===== src/rtl/rtc_cal_pkg.sv =====
package rtc_cal_pkg;

    localparam int DATA_W = 8;
    localparam int ADDR_W = 3;

    typedef enum logic [ADDR_W-1:0] {
        FLD_SEC   = 3'd0,
        FLD_MIN   = 3'd1,
        FLD_HOUR  = 3'd2,
        FLD_DAY   = 3'd3,
        FLD_WDAY  = 3'd4,
        FLD_MONTH = 3'd5,
        FLD_YEAR  = 3'd6
    } fld_addr_e;

    typedef struct packed {
        logic        cent;
        logic [7:0]  yr;
        logic [7:0]  mon;
        logic [2:0]  wday;
        logic [7:0]  day;
        logic [7:0]  hr;
        logic [7:0]  min;
        logic [7:0]  sec;
    } cal_t;

    localparam logic [7:0] SEC_TOP  = 8'h59;
    localparam logic [7:0] MIN_TOP  = 8'h59;
    localparam logic [7:0] HR_TOP   = 8'h23;
    localparam logic [7:0] MON_TOP  = 8'h12;
    localparam logic [7:0] YR_TOP   = 8'h99;
    localparam logic [2:0] WDAY_TOP = 3'd6;
    localparam logic [7:0] ONE_BCD  = 8'h01;

    localparam cal_t CAL_RESET = '{cent: 1'b0, yr: 8'h00, mon: ONE_BCD,
                                   wday: 3'd0, day: ONE_BCD, hr: 8'h00,
                                   min: 8'h00, sec: 8'h00};

    // Add one to a packed two-digit BCD value (caller handles the wrap).
    function automatic logic [7:0] bcd_next(input logic [7:0] v);
        if (v[3:0] == 4'h9)
            return {v[7:4] + 4'h1, 4'h0};
        else
            return v + 8'h01;
    endfunction

    // Multiple of four for a BCD year: bit 4 is the tens parity.
    function automatic logic leap_year(input logic [4:0] y);
        if (y[4])
            return (y[3:0] == 4'h2) || (y[3:0] == 4'h6);
        else
            return (y[3:0] == 4'h0) || (y[3:0] == 4'h4) || (y[3:0] == 4'h8);
    endfunction

    function automatic logic [7:0] month_last_day(input logic [7:0] mon,
                                                  input logic [4:0] y);
        case (mon)
            8'h02:                      return leap_year(y) ? 8'h29 : 8'h28;
            8'h04, 8'h06, 8'h09, 8'h11: return 8'h30;
            default:                    return 8'h31;
        endcase
    endfunction

endpackage


===== src/rtl/rtc_prescaler.sv =====
module rtc_prescaler #(
    parameter int STAGES = 6
) (
    input  logic clk,
    input  logic rst,
    input  logic tick,
    input  logic halt,
    output logic sec_pulse
);
    // Fires on the tick that moves the count into its upper half, so the
    // first second after a halt comes half a period early.
    localparam logic [STAGES-1:0] FIRE = {1'b0, {(STAGES-1){1'b1}}};

    logic [STAGES-1:0] cnt_q;

    always_ff @(posedge clk) begin
        if (rst || halt)
            cnt_q <= '0;
        else if (tick)
            cnt_q <= cnt_q + 1'b1;
    end

    assign sec_pulse = tick && !halt && (cnt_q == FIRE);
endmodule


===== src/rtl/rtc_advance_gate.sv =====
module rtc_advance_gate (
    input  logic clk,
    input  logic rst,
    input  logic sec_pulse,
    input  logic freeze,
    input  logic wr_en,
    output logic adv,
    output logic pend_q
);
    logic blocked;

    assign blocked = freeze || wr_en;
    assign adv     = !blocked && (sec_pulse || pend_q);

    always_ff @(posedge clk) begin
        if (rst)
            pend_q <= 1'b0;
        else if (blocked)
            pend_q <= pend_q || sec_pulse;
        else
            pend_q <= pend_q && sec_pulse;
    end
endmodule


===== src/rtl/rtc_calendar_regs.sv =====
module rtc_calendar_regs
    import rtc_cal_pkg::*;
(
    input  logic              clk,
    input  logic              rst,
    input  logic              adv,
    input  logic              wr_en,
    input  logic [ADDR_W-1:0] wr_addr,
    input  logic [DATA_W-1:0] wr_data,
    input  logic              vlow_in,
    output cal_t              cal_q,
    output logic              vl_q
);
    cal_t       nxt;
    logic       s_wrap, m_wrap, h_wrap, d_wrap, mo_wrap, y_wrap;
    logic [7:0] last_day;

    always_comb begin
        last_day = month_last_day(cal_q.mon, cal_q.yr[4:0]);
        s_wrap   = (cal_q.sec == SEC_TOP);
        m_wrap   = s_wrap  && (cal_q.min == MIN_TOP);
        h_wrap   = m_wrap  && (cal_q.hr  == HR_TOP);
        d_wrap   = h_wrap  && (cal_q.day == last_day);
        mo_wrap  = d_wrap  && (cal_q.mon == MON_TOP);
        y_wrap   = mo_wrap && (cal_q.yr  == YR_TOP);

        nxt     = cal_q;
        nxt.sec = s_wrap ? 8'h00 : bcd_next(cal_q.sec);
        if (s_wrap)
            nxt.min = (cal_q.min == MIN_TOP) ? 8'h00 : bcd_next(cal_q.min);
        if (m_wrap)
            nxt.hr = (cal_q.hr == HR_TOP) ? 8'h00 : bcd_next(cal_q.hr);
        if (h_wrap) begin
            nxt.day  = d_wrap ? ONE_BCD : bcd_next(cal_q.day);
            nxt.wday = (cal_q.wday == WDAY_TOP) ? 3'd0 : cal_q.wday + 3'd1;
        end
        if (d_wrap)
            nxt.mon = mo_wrap ? ONE_BCD : bcd_next(cal_q.mon);
        if (mo_wrap)
            nxt.yr = y_wrap ? 8'h00 : bcd_next(cal_q.yr);
        if (y_wrap)
            nxt.cent = ~cal_q.cent;
    end

    always_ff @(posedge clk) begin
        if (rst) begin
            cal_q <= CAL_RESET;
            vl_q  <= 1'b0;
        end else begin
            if (vlow_in)
                vl_q <= 1'b1;
            else if (wr_en && (wr_addr == FLD_SEC) && !wr_data[7])
                vl_q <= 1'b0;

            if (wr_en) begin
                case (wr_addr)
                    FLD_SEC:   cal_q.sec  <= {1'b0, wr_data[6:0]};
                    FLD_MIN:   cal_q.min  <= {1'b0, wr_data[6:0]};
                    FLD_HOUR:  cal_q.hr   <= {2'b00, wr_data[5:0]};
                    FLD_DAY:   cal_q.day  <= {2'b00, wr_data[5:0]};
                    FLD_WDAY:  cal_q.wday <= wr_data[2:0];
                    FLD_MONTH: begin
                        cal_q.mon  <= {3'b000, wr_data[4:0]};
                        cal_q.cent <= wr_data[7];
                    end
                    FLD_YEAR:  cal_q.yr   <= wr_data;
                    default: ;
                endcase
            end else if (adv) begin
                cal_q <= nxt;
            end
        end
    end
endmodule


===== src/rtl/rtc_calendar_core.sv =====
module rtc_calendar_core
    import rtc_cal_pkg::*;
#(
    parameter int PRESCALE_STAGES = 6
) (
    input  logic              clk,
    input  logic              rst,
    input  logic              tick_64,
    input  logic              halt,
    input  logic              freeze,
    input  logic              vlow_in,
    input  logic              wr_en,
    input  logic [ADDR_W-1:0] wr_addr,
    input  logic [DATA_W-1:0] wr_data,
    input  logic [ADDR_W-1:0] rd_addr,
    output logic [DATA_W-1:0] rd_data
);
    logic sec_pulse;
    logic adv;
    logic pend_q;
    logic vl_q;
    cal_t cal_q;

    rtc_prescaler #(.STAGES(PRESCALE_STAGES)) u_pre (
        .clk       (clk),
        .rst       (rst),
        .tick      (tick_64),
        .halt      (halt),
        .sec_pulse (sec_pulse)
    );

    rtc_advance_gate u_gate (
        .clk       (clk),
        .rst       (rst),
        .sec_pulse (sec_pulse),
        .freeze    (freeze),
        .wr_en     (wr_en),
        .adv       (adv),
        .pend_q    (pend_q)
    );

    rtc_calendar_regs u_regs (
        .clk     (clk),
        .rst     (rst),
        .adv     (adv),
        .wr_en   (wr_en),
        .wr_addr (wr_addr),
        .wr_data (wr_data),
        .vlow_in (vlow_in),
        .cal_q   (cal_q),
        .vl_q    (vl_q)
    );

    always_comb begin
        case (rd_addr)
            FLD_SEC:   rd_data = cal_q.sec | {vl_q, 7'b0};
            FLD_MIN:   rd_data = cal_q.min;
            FLD_HOUR:  rd_data = cal_q.hr;
            FLD_DAY:   rd_data = cal_q.day;
            FLD_WDAY:  rd_data = {5'b0, cal_q.wday};
            FLD_MONTH: rd_data = cal_q.mon | {cal_q.cent, 7'b0};
            FLD_YEAR:  rd_data = cal_q.yr;
            default:   rd_data = '0;
        endcase
    end
endmodule


===== config.mk =====
export PLATFORM = sky130hd
export DESIGN_NAME = rtc_calendar_core
export DESIGN_NICKNAME = d
export VERILOG_FILES = /design/src/rtl/rtc_cal_pkg.sv /design/src/rtl/rtc_prescaler.sv /design/src/rtl/rtc_advance_gate.sv /design/src/rtl/rtc_calendar_regs.sv /design/src/rtl/rtc_calendar_core.sv
export SDC_FILE = /design/constraint.sdc
export NUM_CORES = 1
export LEC_CHECK = 0
export ABC_AREA = 1
export BUFFER_PORTS_ARGS = -buffer_cell sky130_fd_sc_hd__buf_2
export CAP_MARGIN = 20
export CORE_MARGIN = 2
export CORE_UTILIZATION = 45
export CTS_CLUSTER_DIAMETER = 80
export DETAILED_ROUTE_END_ITERATION = 8
export GPL_TIMING_DRIVEN = 0
export PLACE_DENSITY = 0.64
export RECOVER_POWER = 100
export SLEW_MARGIN = 20
export SYNTH_ARGS = -nofsm -noshare
export SYNTH_HDL_FRONTEND = slang
export SYNTH_HIERARCHICAL = 1
export SYNTH_SLANG_ARGS = --single-unit

===== constraint.sdc =====
create_clock -name clk -period 3 [get_ports clk]
set_clock_uncertainty 0.05 [all_clocks]
set_input_delay 0.45 -clock clk [delete_from_list [all_inputs] [get_ports clk]]
set_output_delay 0.45 -clock clk [all_outputs]
set_load 0.05 [all_outputs]

==> results of run 1 <==
## Yosys cell counts, drive strengths merged
master   count  area [sq um]
a211oi       1         7.510
a21oi       57         300.3
a221oi       4         35.03
a31oi       14         87.58
buf         19         107.6
clkbuf       6         22.52
dfxtp       60          1201
ha          21         262.8
inv        108         405.4
nand2      147         591.8
nand3       70         385.4
nand3b       2         15.01
nand4       39         250.2
nor2        86         385.4
nor3         9         50.05
nor3b        2         15.01
nor4         2         12.51
o2111a       1         11.26
o2111ai      2         17.52
o211ai       2         15.01
o21a         3         22.52
o21ai       61         305.3
o21bai       2         15.01
o22ai        3         18.77
or2          2         12.51
xnor2        2         17.52
xor2        13         121.4
## final timing paths
| path | end | slack, ns | cells after the start |
|---|---|---|---|
| worst max-delay path | u_regs/cal_q[48]$_SDFFE_PP0P_ | 0.26 | 11 |
| worst min-delay path | u_regs/vl_q$_SDFFE_PP0P_ | 0.29 | 3 |
| worst max register to register | u_regs/cal_q[48]$_SDFFE_PP0P_ | 0.26 | 11 |
| worst min register to register | u_pre/cnt_q[4]$_SDFFE_PP0P_ | 0.43 | 2 |
## kinds of logic after synthesis
group                      synth area share [%]
AOI/OAI and AO/OA                         17.81
and+or+nand+nor                           36.61
adders and majority gates                 5.600
buffers and inverters                     11.41
xor gates and xnor gates                  2.960
DFF                                       25.60
## sequential cells by signal, summed over array words and instances, names as in the netlist
register	flops
u_regs/cal_q	52
u_gate/pend_q	1
u_pre/cnt_q	6
u_regs/vl_q	1
## per-layer routing
| layer | track usage (%) | vias to the layer above | share of wire (%) |
|---|---|---|---|
| met1 | 37.96 | 2400 | 44 |
| met5 | 0 | - | 0 |
| met4 | 8.083 | 0 | 2.7 |
| met3 | 4.844 | 29 | 8.6 |
| met2 | 43.73 | 205 | 44 |
| li1 | - | 2545 | - |
## placed cells by master (no fill, tap or decap), types with 4 or more instances in the layout
cell type,count
nand2_1,137
inv_1,101
nor2_1,77
nand3_1,68
dfxtp_1,60
o21ai_0,56
a21oi_1,54
nand4_1,39
buf_2,27
ha_1,21
clkbuf_1,16
a31oi_1,14
xor2_1,12
clkbuf_8,10
nor3_1,9
inv_2,7
nor2_4,7
nand2_2,7
o21ai_1,5
buf_4,4
buf_1,4
a221oi_1,4
## area by class of cell
cell class / count / area share, %
Buffer: 25 / 2.384
Sequential cell: 60 / 23.35
Clock inverter: 5 / 1.022
Multi-Input combinational cell: 545 / 56.99
Clock buffer: 10 / 2.676
Timing Repair Buffer: 27 / 2.384
Tap cell: 136 / 3.308
Inverter: 108 / 7.881
## power by group
part           switching, W  internal (W)  total [W]  leakage (nW)
clock              0.000349      0.000397   0.000746        0.0979
combinational      0.000191     0.0000768   0.000268          1.71
sequential        0.0000308      0.000816   0.000847         0.486
## timing repair
item	in CTS	in global routing
buffers inserted	0	0
cloned	0	0
endpoints found under the setup margin	1	23
gates resized for setup	1	2
## stage by stage
step / TNS (ns) / cell area, sq um / utilization [%] / std cells / hold WS [ns]
3_5_place_dp: -0.4193 / 4997 / 48.84 / 901 / 0.4188
3_3_place_gp: -0.05125 / 4997 / 48.84 / 901 / 0.4047
2_1_floorplan: 0 / 4692 / - / 738 / 0.3871
5_1_grt: 0 / 5144 / 50.28 / 916 / 0.2870
4_1_cts: 0 / 5194 / 50.76 / 916 / 0.2785
6_report: 0 / 5144 / 50.28 / 916 / 0.2873
## critical path, stage by stage, from the launching register on
cell      delay [ns]
dfxtp_1         0.43
ha_1            0.18
nand3_1         0.19
nor2_1          0.36
nand3_1         0.19
nor2_1          0.20
nand2_2         0.09
nor2_4          0.13
nand4_1         0.23
clkbuf_1        0.31
a21oi_1         0.20
a21oi_1         0.08
==> flow_summary.json, run 1 <==
{
  "place_hpwl_mm": 11.44,
  "area_growth_syn_to_layout_pct": 9.627,
  "finalWeightedCongestion": 0.9608,
  "syn_avg_cell_area_sq_um": 6.358,
  "ir_worst_vdd_uv": 161.0,
  "die_x_um": 106.1,
  "nFillCells": 1090,
  "multi_input_area_sq_um": 2932,
  "arrival_ns": 2.93,
  "hold_buffers": 0,
  "portBuffers": 27,
  "io_pins": 29,
  "post-place-ws_ns": -0.1201,
  "min_path_type": "in2reg",
  "vias_per_cell": 5.654,
  "finalWirelength_mm": 14.93,
  "diodes": 0,
  "setup_violations": 0,
  "clock.fmax_mhz": 365.2,
  "setup.worst_path.start": "u_regs/cal_q[8]$_SDFFE_PP0P_",
  "synth_seq_cells": 60,
  "synth_fp_nets": 780,
  "overflow": 0,
  "drive_gt1_share_pct": 10.51,
  "grt_pass1_wl_mm": 24.26,
  "drt_first_pass_iters": 6,
  "required_ns": 3.19,
  "drt_iter0_drc": 549,
  "vias": 5179,
  "cts_tree": "done",
  "critPathKind": "reg2reg",
  "crit_path_start_kind": "flip-flop",
  "regArea_sq_um": 1201,
  "row_count": 37,
  "drcViolationCount": 0,
  "yosys_warnings": 6,
  "path_clk_slew_ns": 0.07,
  "grt_use_total_pct": 27.47,
  "p_leak_nw": 2.296,
  "r2r_start": "u_regs/cal_q[8]$_SDFFE_PP0P_",
  "power-per-cell-area_nw_per_um2": 361.7,
  "seq_area_frac_synth_pct": 25.60,
  "maxCapViolations": 0,
  "dieArea_sq_um": 11260,
  "initial_core_util_pct": 45.86,
  "crit_fanout": 10,
  "finalHoldViolCount": 0,
  "antenna_found_initial": 0,
  "ant_nets": 0,
  "cts_sinks": 60,
  "htree_levels": 3,
  "wire_per_inst_um": 16.30,
  "cts_buffers": 9,
  "min_from": "vlow_in",
  "cts.path.max_buffers": 2,
  "fin_crit_sh_pct": 91.29,
  "grt_pass1_vias": 4758,
  "end_kind": "flip-flop",
  "layout_min_cycle_time_ns": 2.739,
  "slew-limit-headroom_pct": 27.12,
  "syn_area_sq_um": 4692,
  "fp.dieH_um": 106.1,
  "grt_max_degree": 11,
  "ys_types": 42,
  "nets": 818,
  "slew_violations": 0,
  "rsz0062_at_grt": "false",
  "worst_slack_ns": 0.2614,
  "status": "finished clean",
  "cts-root-buf": "clkbuf_8",
  "core_area_sq_um": 10230,
  "totalPowerFinal_w": 0.001861,
  "synth_cells": 738,
  "clock_latency_ns": 0.35,
  "tightest_slew_ns": 1.082
}
No activity file was read; power rests on OpenSTA's default activity.
==> run 2: changes to the inputs <==
ABC_AREA = 0   (was 1)
==> run 2 against run 1 <==
Sequential share of layout area fell by 0.94 points. Critical path depth decreased by 3. Area after synthesis did not move. Routed wire length up 10%. Non-clock buffer count rose by 17. Largest power group is now clock.
==> flow_summary.json, run 2 <==
{
  "syn_area_sq_um": 4692,
  "wire_per_inst_um": 20.72,
  "fin_crit_sh_pct": 98.29,
  "grt_pass1_wl_mm": 25.70,
  "antenna_found_initial": 0,
  "setup_violations": 0,
  "ant_nets": 0,
  "arrival_ns": 3.18,
  "maxCapViolations": 0,
  "drive_gt1_share_pct": 14.26,
  "synth_fp_nets": 653,
  "r2r_start": "u_pre/cnt_q[0]$_SDFFE_PP0P_",
  "cts-root-buf": "clkbuf_8",
  "diodes": 0,
  "finalWirelength_mm": 16.47,
  "drt_first_pass_iters": 5,
  "status": "finished clean",
  "die_x_um": 106.1,
  "crit_path_start_kind": "primary input",
  "worst_slack_ns": 0.05122,
  "synthArstFlopShare_pct": 0,
  "core_area_sq_um": 10230,
  "instances_no_fill": 795,
  "grt_max_degree": 12,
  "finalHoldViolCount": 0,
  "cpMaxStageDelayCell": "clkbuf_1",
  "path_clk_slew_ns": 0.08,
  "cts_sinks": 60,
  "yosysMostFrequentCell": "dfxtp_1",
  "tightest_slew_ns": 0.8567,
  "yosys_warnings": 6,
  "final_cell_mix": "dfxtp_1, nor2_1, nand2_1",
  "nets": 696,
  "required_ns": 3.23,
  "grtUsageMet3_pct": 4.598,
  "place_hpwl_mm": 11.63,
  "synth-edff-count": 0,
  "p_leak_nw": 1.892,
  "max_stage_delay_ns": 0.56,
  "seq_area_frac_synth_pct": 25.60,
  "layout_commonest_cell": "dfxtp_1",
  "grt_pass1_vias": 4538,
  "drt_iter0_drc": 652,
  "ys_types": 71,
  "power-per-cell-area_nw_per_um2": 385.4,
  "clock.fmax_mhz": 339.1,
  "ff2ff_setup_slack_ns": 0.13,
  "crit_path_frequent_cell": "clkbuf_1",
  "crit_path_cell_trace": "buf_2 -> clkbuf_1 -> clkbuf_1 -> clkbuf_1 -> nand2_1 -> o21ai_0 -> o21ai_0 -> a21oi_1",
  "dieArea_sq_um": 11260,
  "overflow": 0,
  "r2r_cells": 12,
  "vias": 5096,
  "fp.dieH_um": 106.1,
  "end_kind": "flip-flop",
  "io_pins": 29,
  "grt-busiest-layer": "met2",
  "reg_top3": "u_regs/cal_q (52), u_pre/cnt_q (6)",
  "cts_tree": "done",
  "grt_use_total_pct": 29.39,
  "totalPowerFinal_w": 0.002074,
  "row_count": 37,
  "portBuffers": 25,
  "whs_ns": 0.2165,
  "synth_cells": 611,
  "regMostFlops": "u_regs/cal_q",
  "cts_buffers": 9,
  "finalWeightedCongestion": 0.9931,
  "clock_latency_ns": 0.35,
  "slew-limit-headroom_pct": 42.88,
  "dpl.cell_count": 772,
  "drcViolationCount": 0,
  "synth_area_leaders": "dfxtp_1, ha_1, o21ai_0, a21oi_1, nor2_1",
  "min_to": "u_gate/pend_q$_SDFF_PP0_",
  "fin_util_pct": 52.60,
  "slew_violations": 0,
  "area_growth_syn_to_layout_pct": 14.69,
  "syn_avg_cell_area_sq_um": 7.679,
  "synth_seq_cells": 60,
  "critPathKind": "in2reg",
  "synth_flop_cell": "dfxtp_1",
  "reg2reg_to": "u_regs/cal_q[43]$_SDFFE_PP0P_",
  "hold_buffers": 0,
  "initial_core_util_pct": 45.86,
  "crit_fanout": 10,
  "synth_common_cells": "dfxtp_1, nor2_1, nand2_1, o21ai_0, a21oi_1",
  "yosys.area.top_type": "dfxtp_1",
  "min_path_type": "in2reg",
  "largest_reg_flops": 52,
  "rsz0062_at_grt": "true",
  "min_from": "rst",
  "post-place-ws_ns": -0.2769,
  "yosys.area.top_type_share_pct": 25.60,
  "vias_per_cell": 6.410,
  "grtUsageMet2_pct": 43.41,
  "grt_util_met1_pct": 42.36,
  "cts.path.max_buffers": 2,
  "layout_min_cycle_time_ns": 2.949,
  "htree_levels": 3,
  "ir_worst_vdd_uv": 308.3,
  "hold_depth": 2
}
==> run 2: changes by cell type in the layout (fill, tap and decap cells not counted), moves of 15 or more <==
cell     change
nand4_1     -26
nor2_1      -23
inv_1       -77
nand3_1     -42
mux2i_1     +15
nand2_1     -84
==> run 2: layout make-up <==
type	count	area, sq um
Tap cell	136	170.2
Fill cell	1002	4850
Clock inverter	6	111.4
Clock buffer	10	137.6
Multi-Input combinational cell	490	3317
Sequential cell	60	1206
Timing Repair Buffer	33	183.9
Buffer	36	165.2
Inverter	24	90.09
==> run 2: per-stage QoR <==
| step | instance area [sq um] | TNS [ns] |
|---|---|---|
| 6_report | 5381 | 0 |
| 3_5_place_dp | 4987 | -1.623 |
| 4_1_cts | 5293 | 0 |
| 5_1_grt | 5381 | -0.03357 |
| 2_1_floorplan | 4692 | 0 |
| 3_3_place_gp | 4987 | -0.9855 |
==> run 2: repair_timing <==
action	4_1_cts	5_1_grt
pin swaps	1	3
resized for setup	4	18
endpoints found under the setup margin	18	31
buffers inserted	5	3
==> run 2: per-layer routing <==
| metal | vias to the layer above | part of all wire (%) |
|---|---|---|
| li1 | 2375 | - |
| met2 | 238 | 44 |
| met4 | 0 | 2.8 |
| met1 | 2440 | 45 |
| met5 | - | 0 |
| met3 | 43 | 8.6 |
==> run 2: worst max-delay path by stage <==
stage	start	endpoint	slack (ns)	cells after the start
floorplan	tick_64	u_regs/cal_q[31]$_SDFFE_PP0P_	0.23	11
global placement	u_pre/cnt_q[0]$_SDFFE_PP0P_	u_regs/cal_q[26]$_SDFFE_PP0P_	-0.25	11
detailed placement	u_pre/cnt_q[0]$_SDFFE_PP0P_	u_regs/cal_q[26]$_SDFFE_PP0P_	-0.28	11
CTS	u_pre/cnt_q[0]$_SDFFE_PP0P_	u_regs/cal_q[31]$_SDFFE_PP0P_	0.01	11
global route	u_pre/cnt_q[0]$_SDFFE_PP0P_	u_regs/cal_q[43]$_SDFFE_PP0P_	-0.03	12
finish	wr_en	u_regs/cal_q[44]$_SDFFE_PP0P_	0.05	8
==> run 2: logic make-up after synthesis <==
family          synth area share, %
fa+ha+maj                     5.600
mux                           7.280
compound gates                27.65
simple gates                  26.75
buf+inv                       5.440
flops                         25.60
xor+xnor                      1.680
==> run 2: where the power goes <==
| group | internal, W | switching, W |
|---|---|---|
| clock network | 0.000575 | 0.000380 |
| logic | 0.0000924 | 0.000193 |
| registers | 0.000811 | 0.0000237 |
==> run 2: worst max-delay path: cells and delay by family <==
kind	cells	cell delay, ns
AND/OR/NAND/NOR	1	0.51
AO/OA/AOI/OAI	3	0.47
buffers and inverters	4	1.75
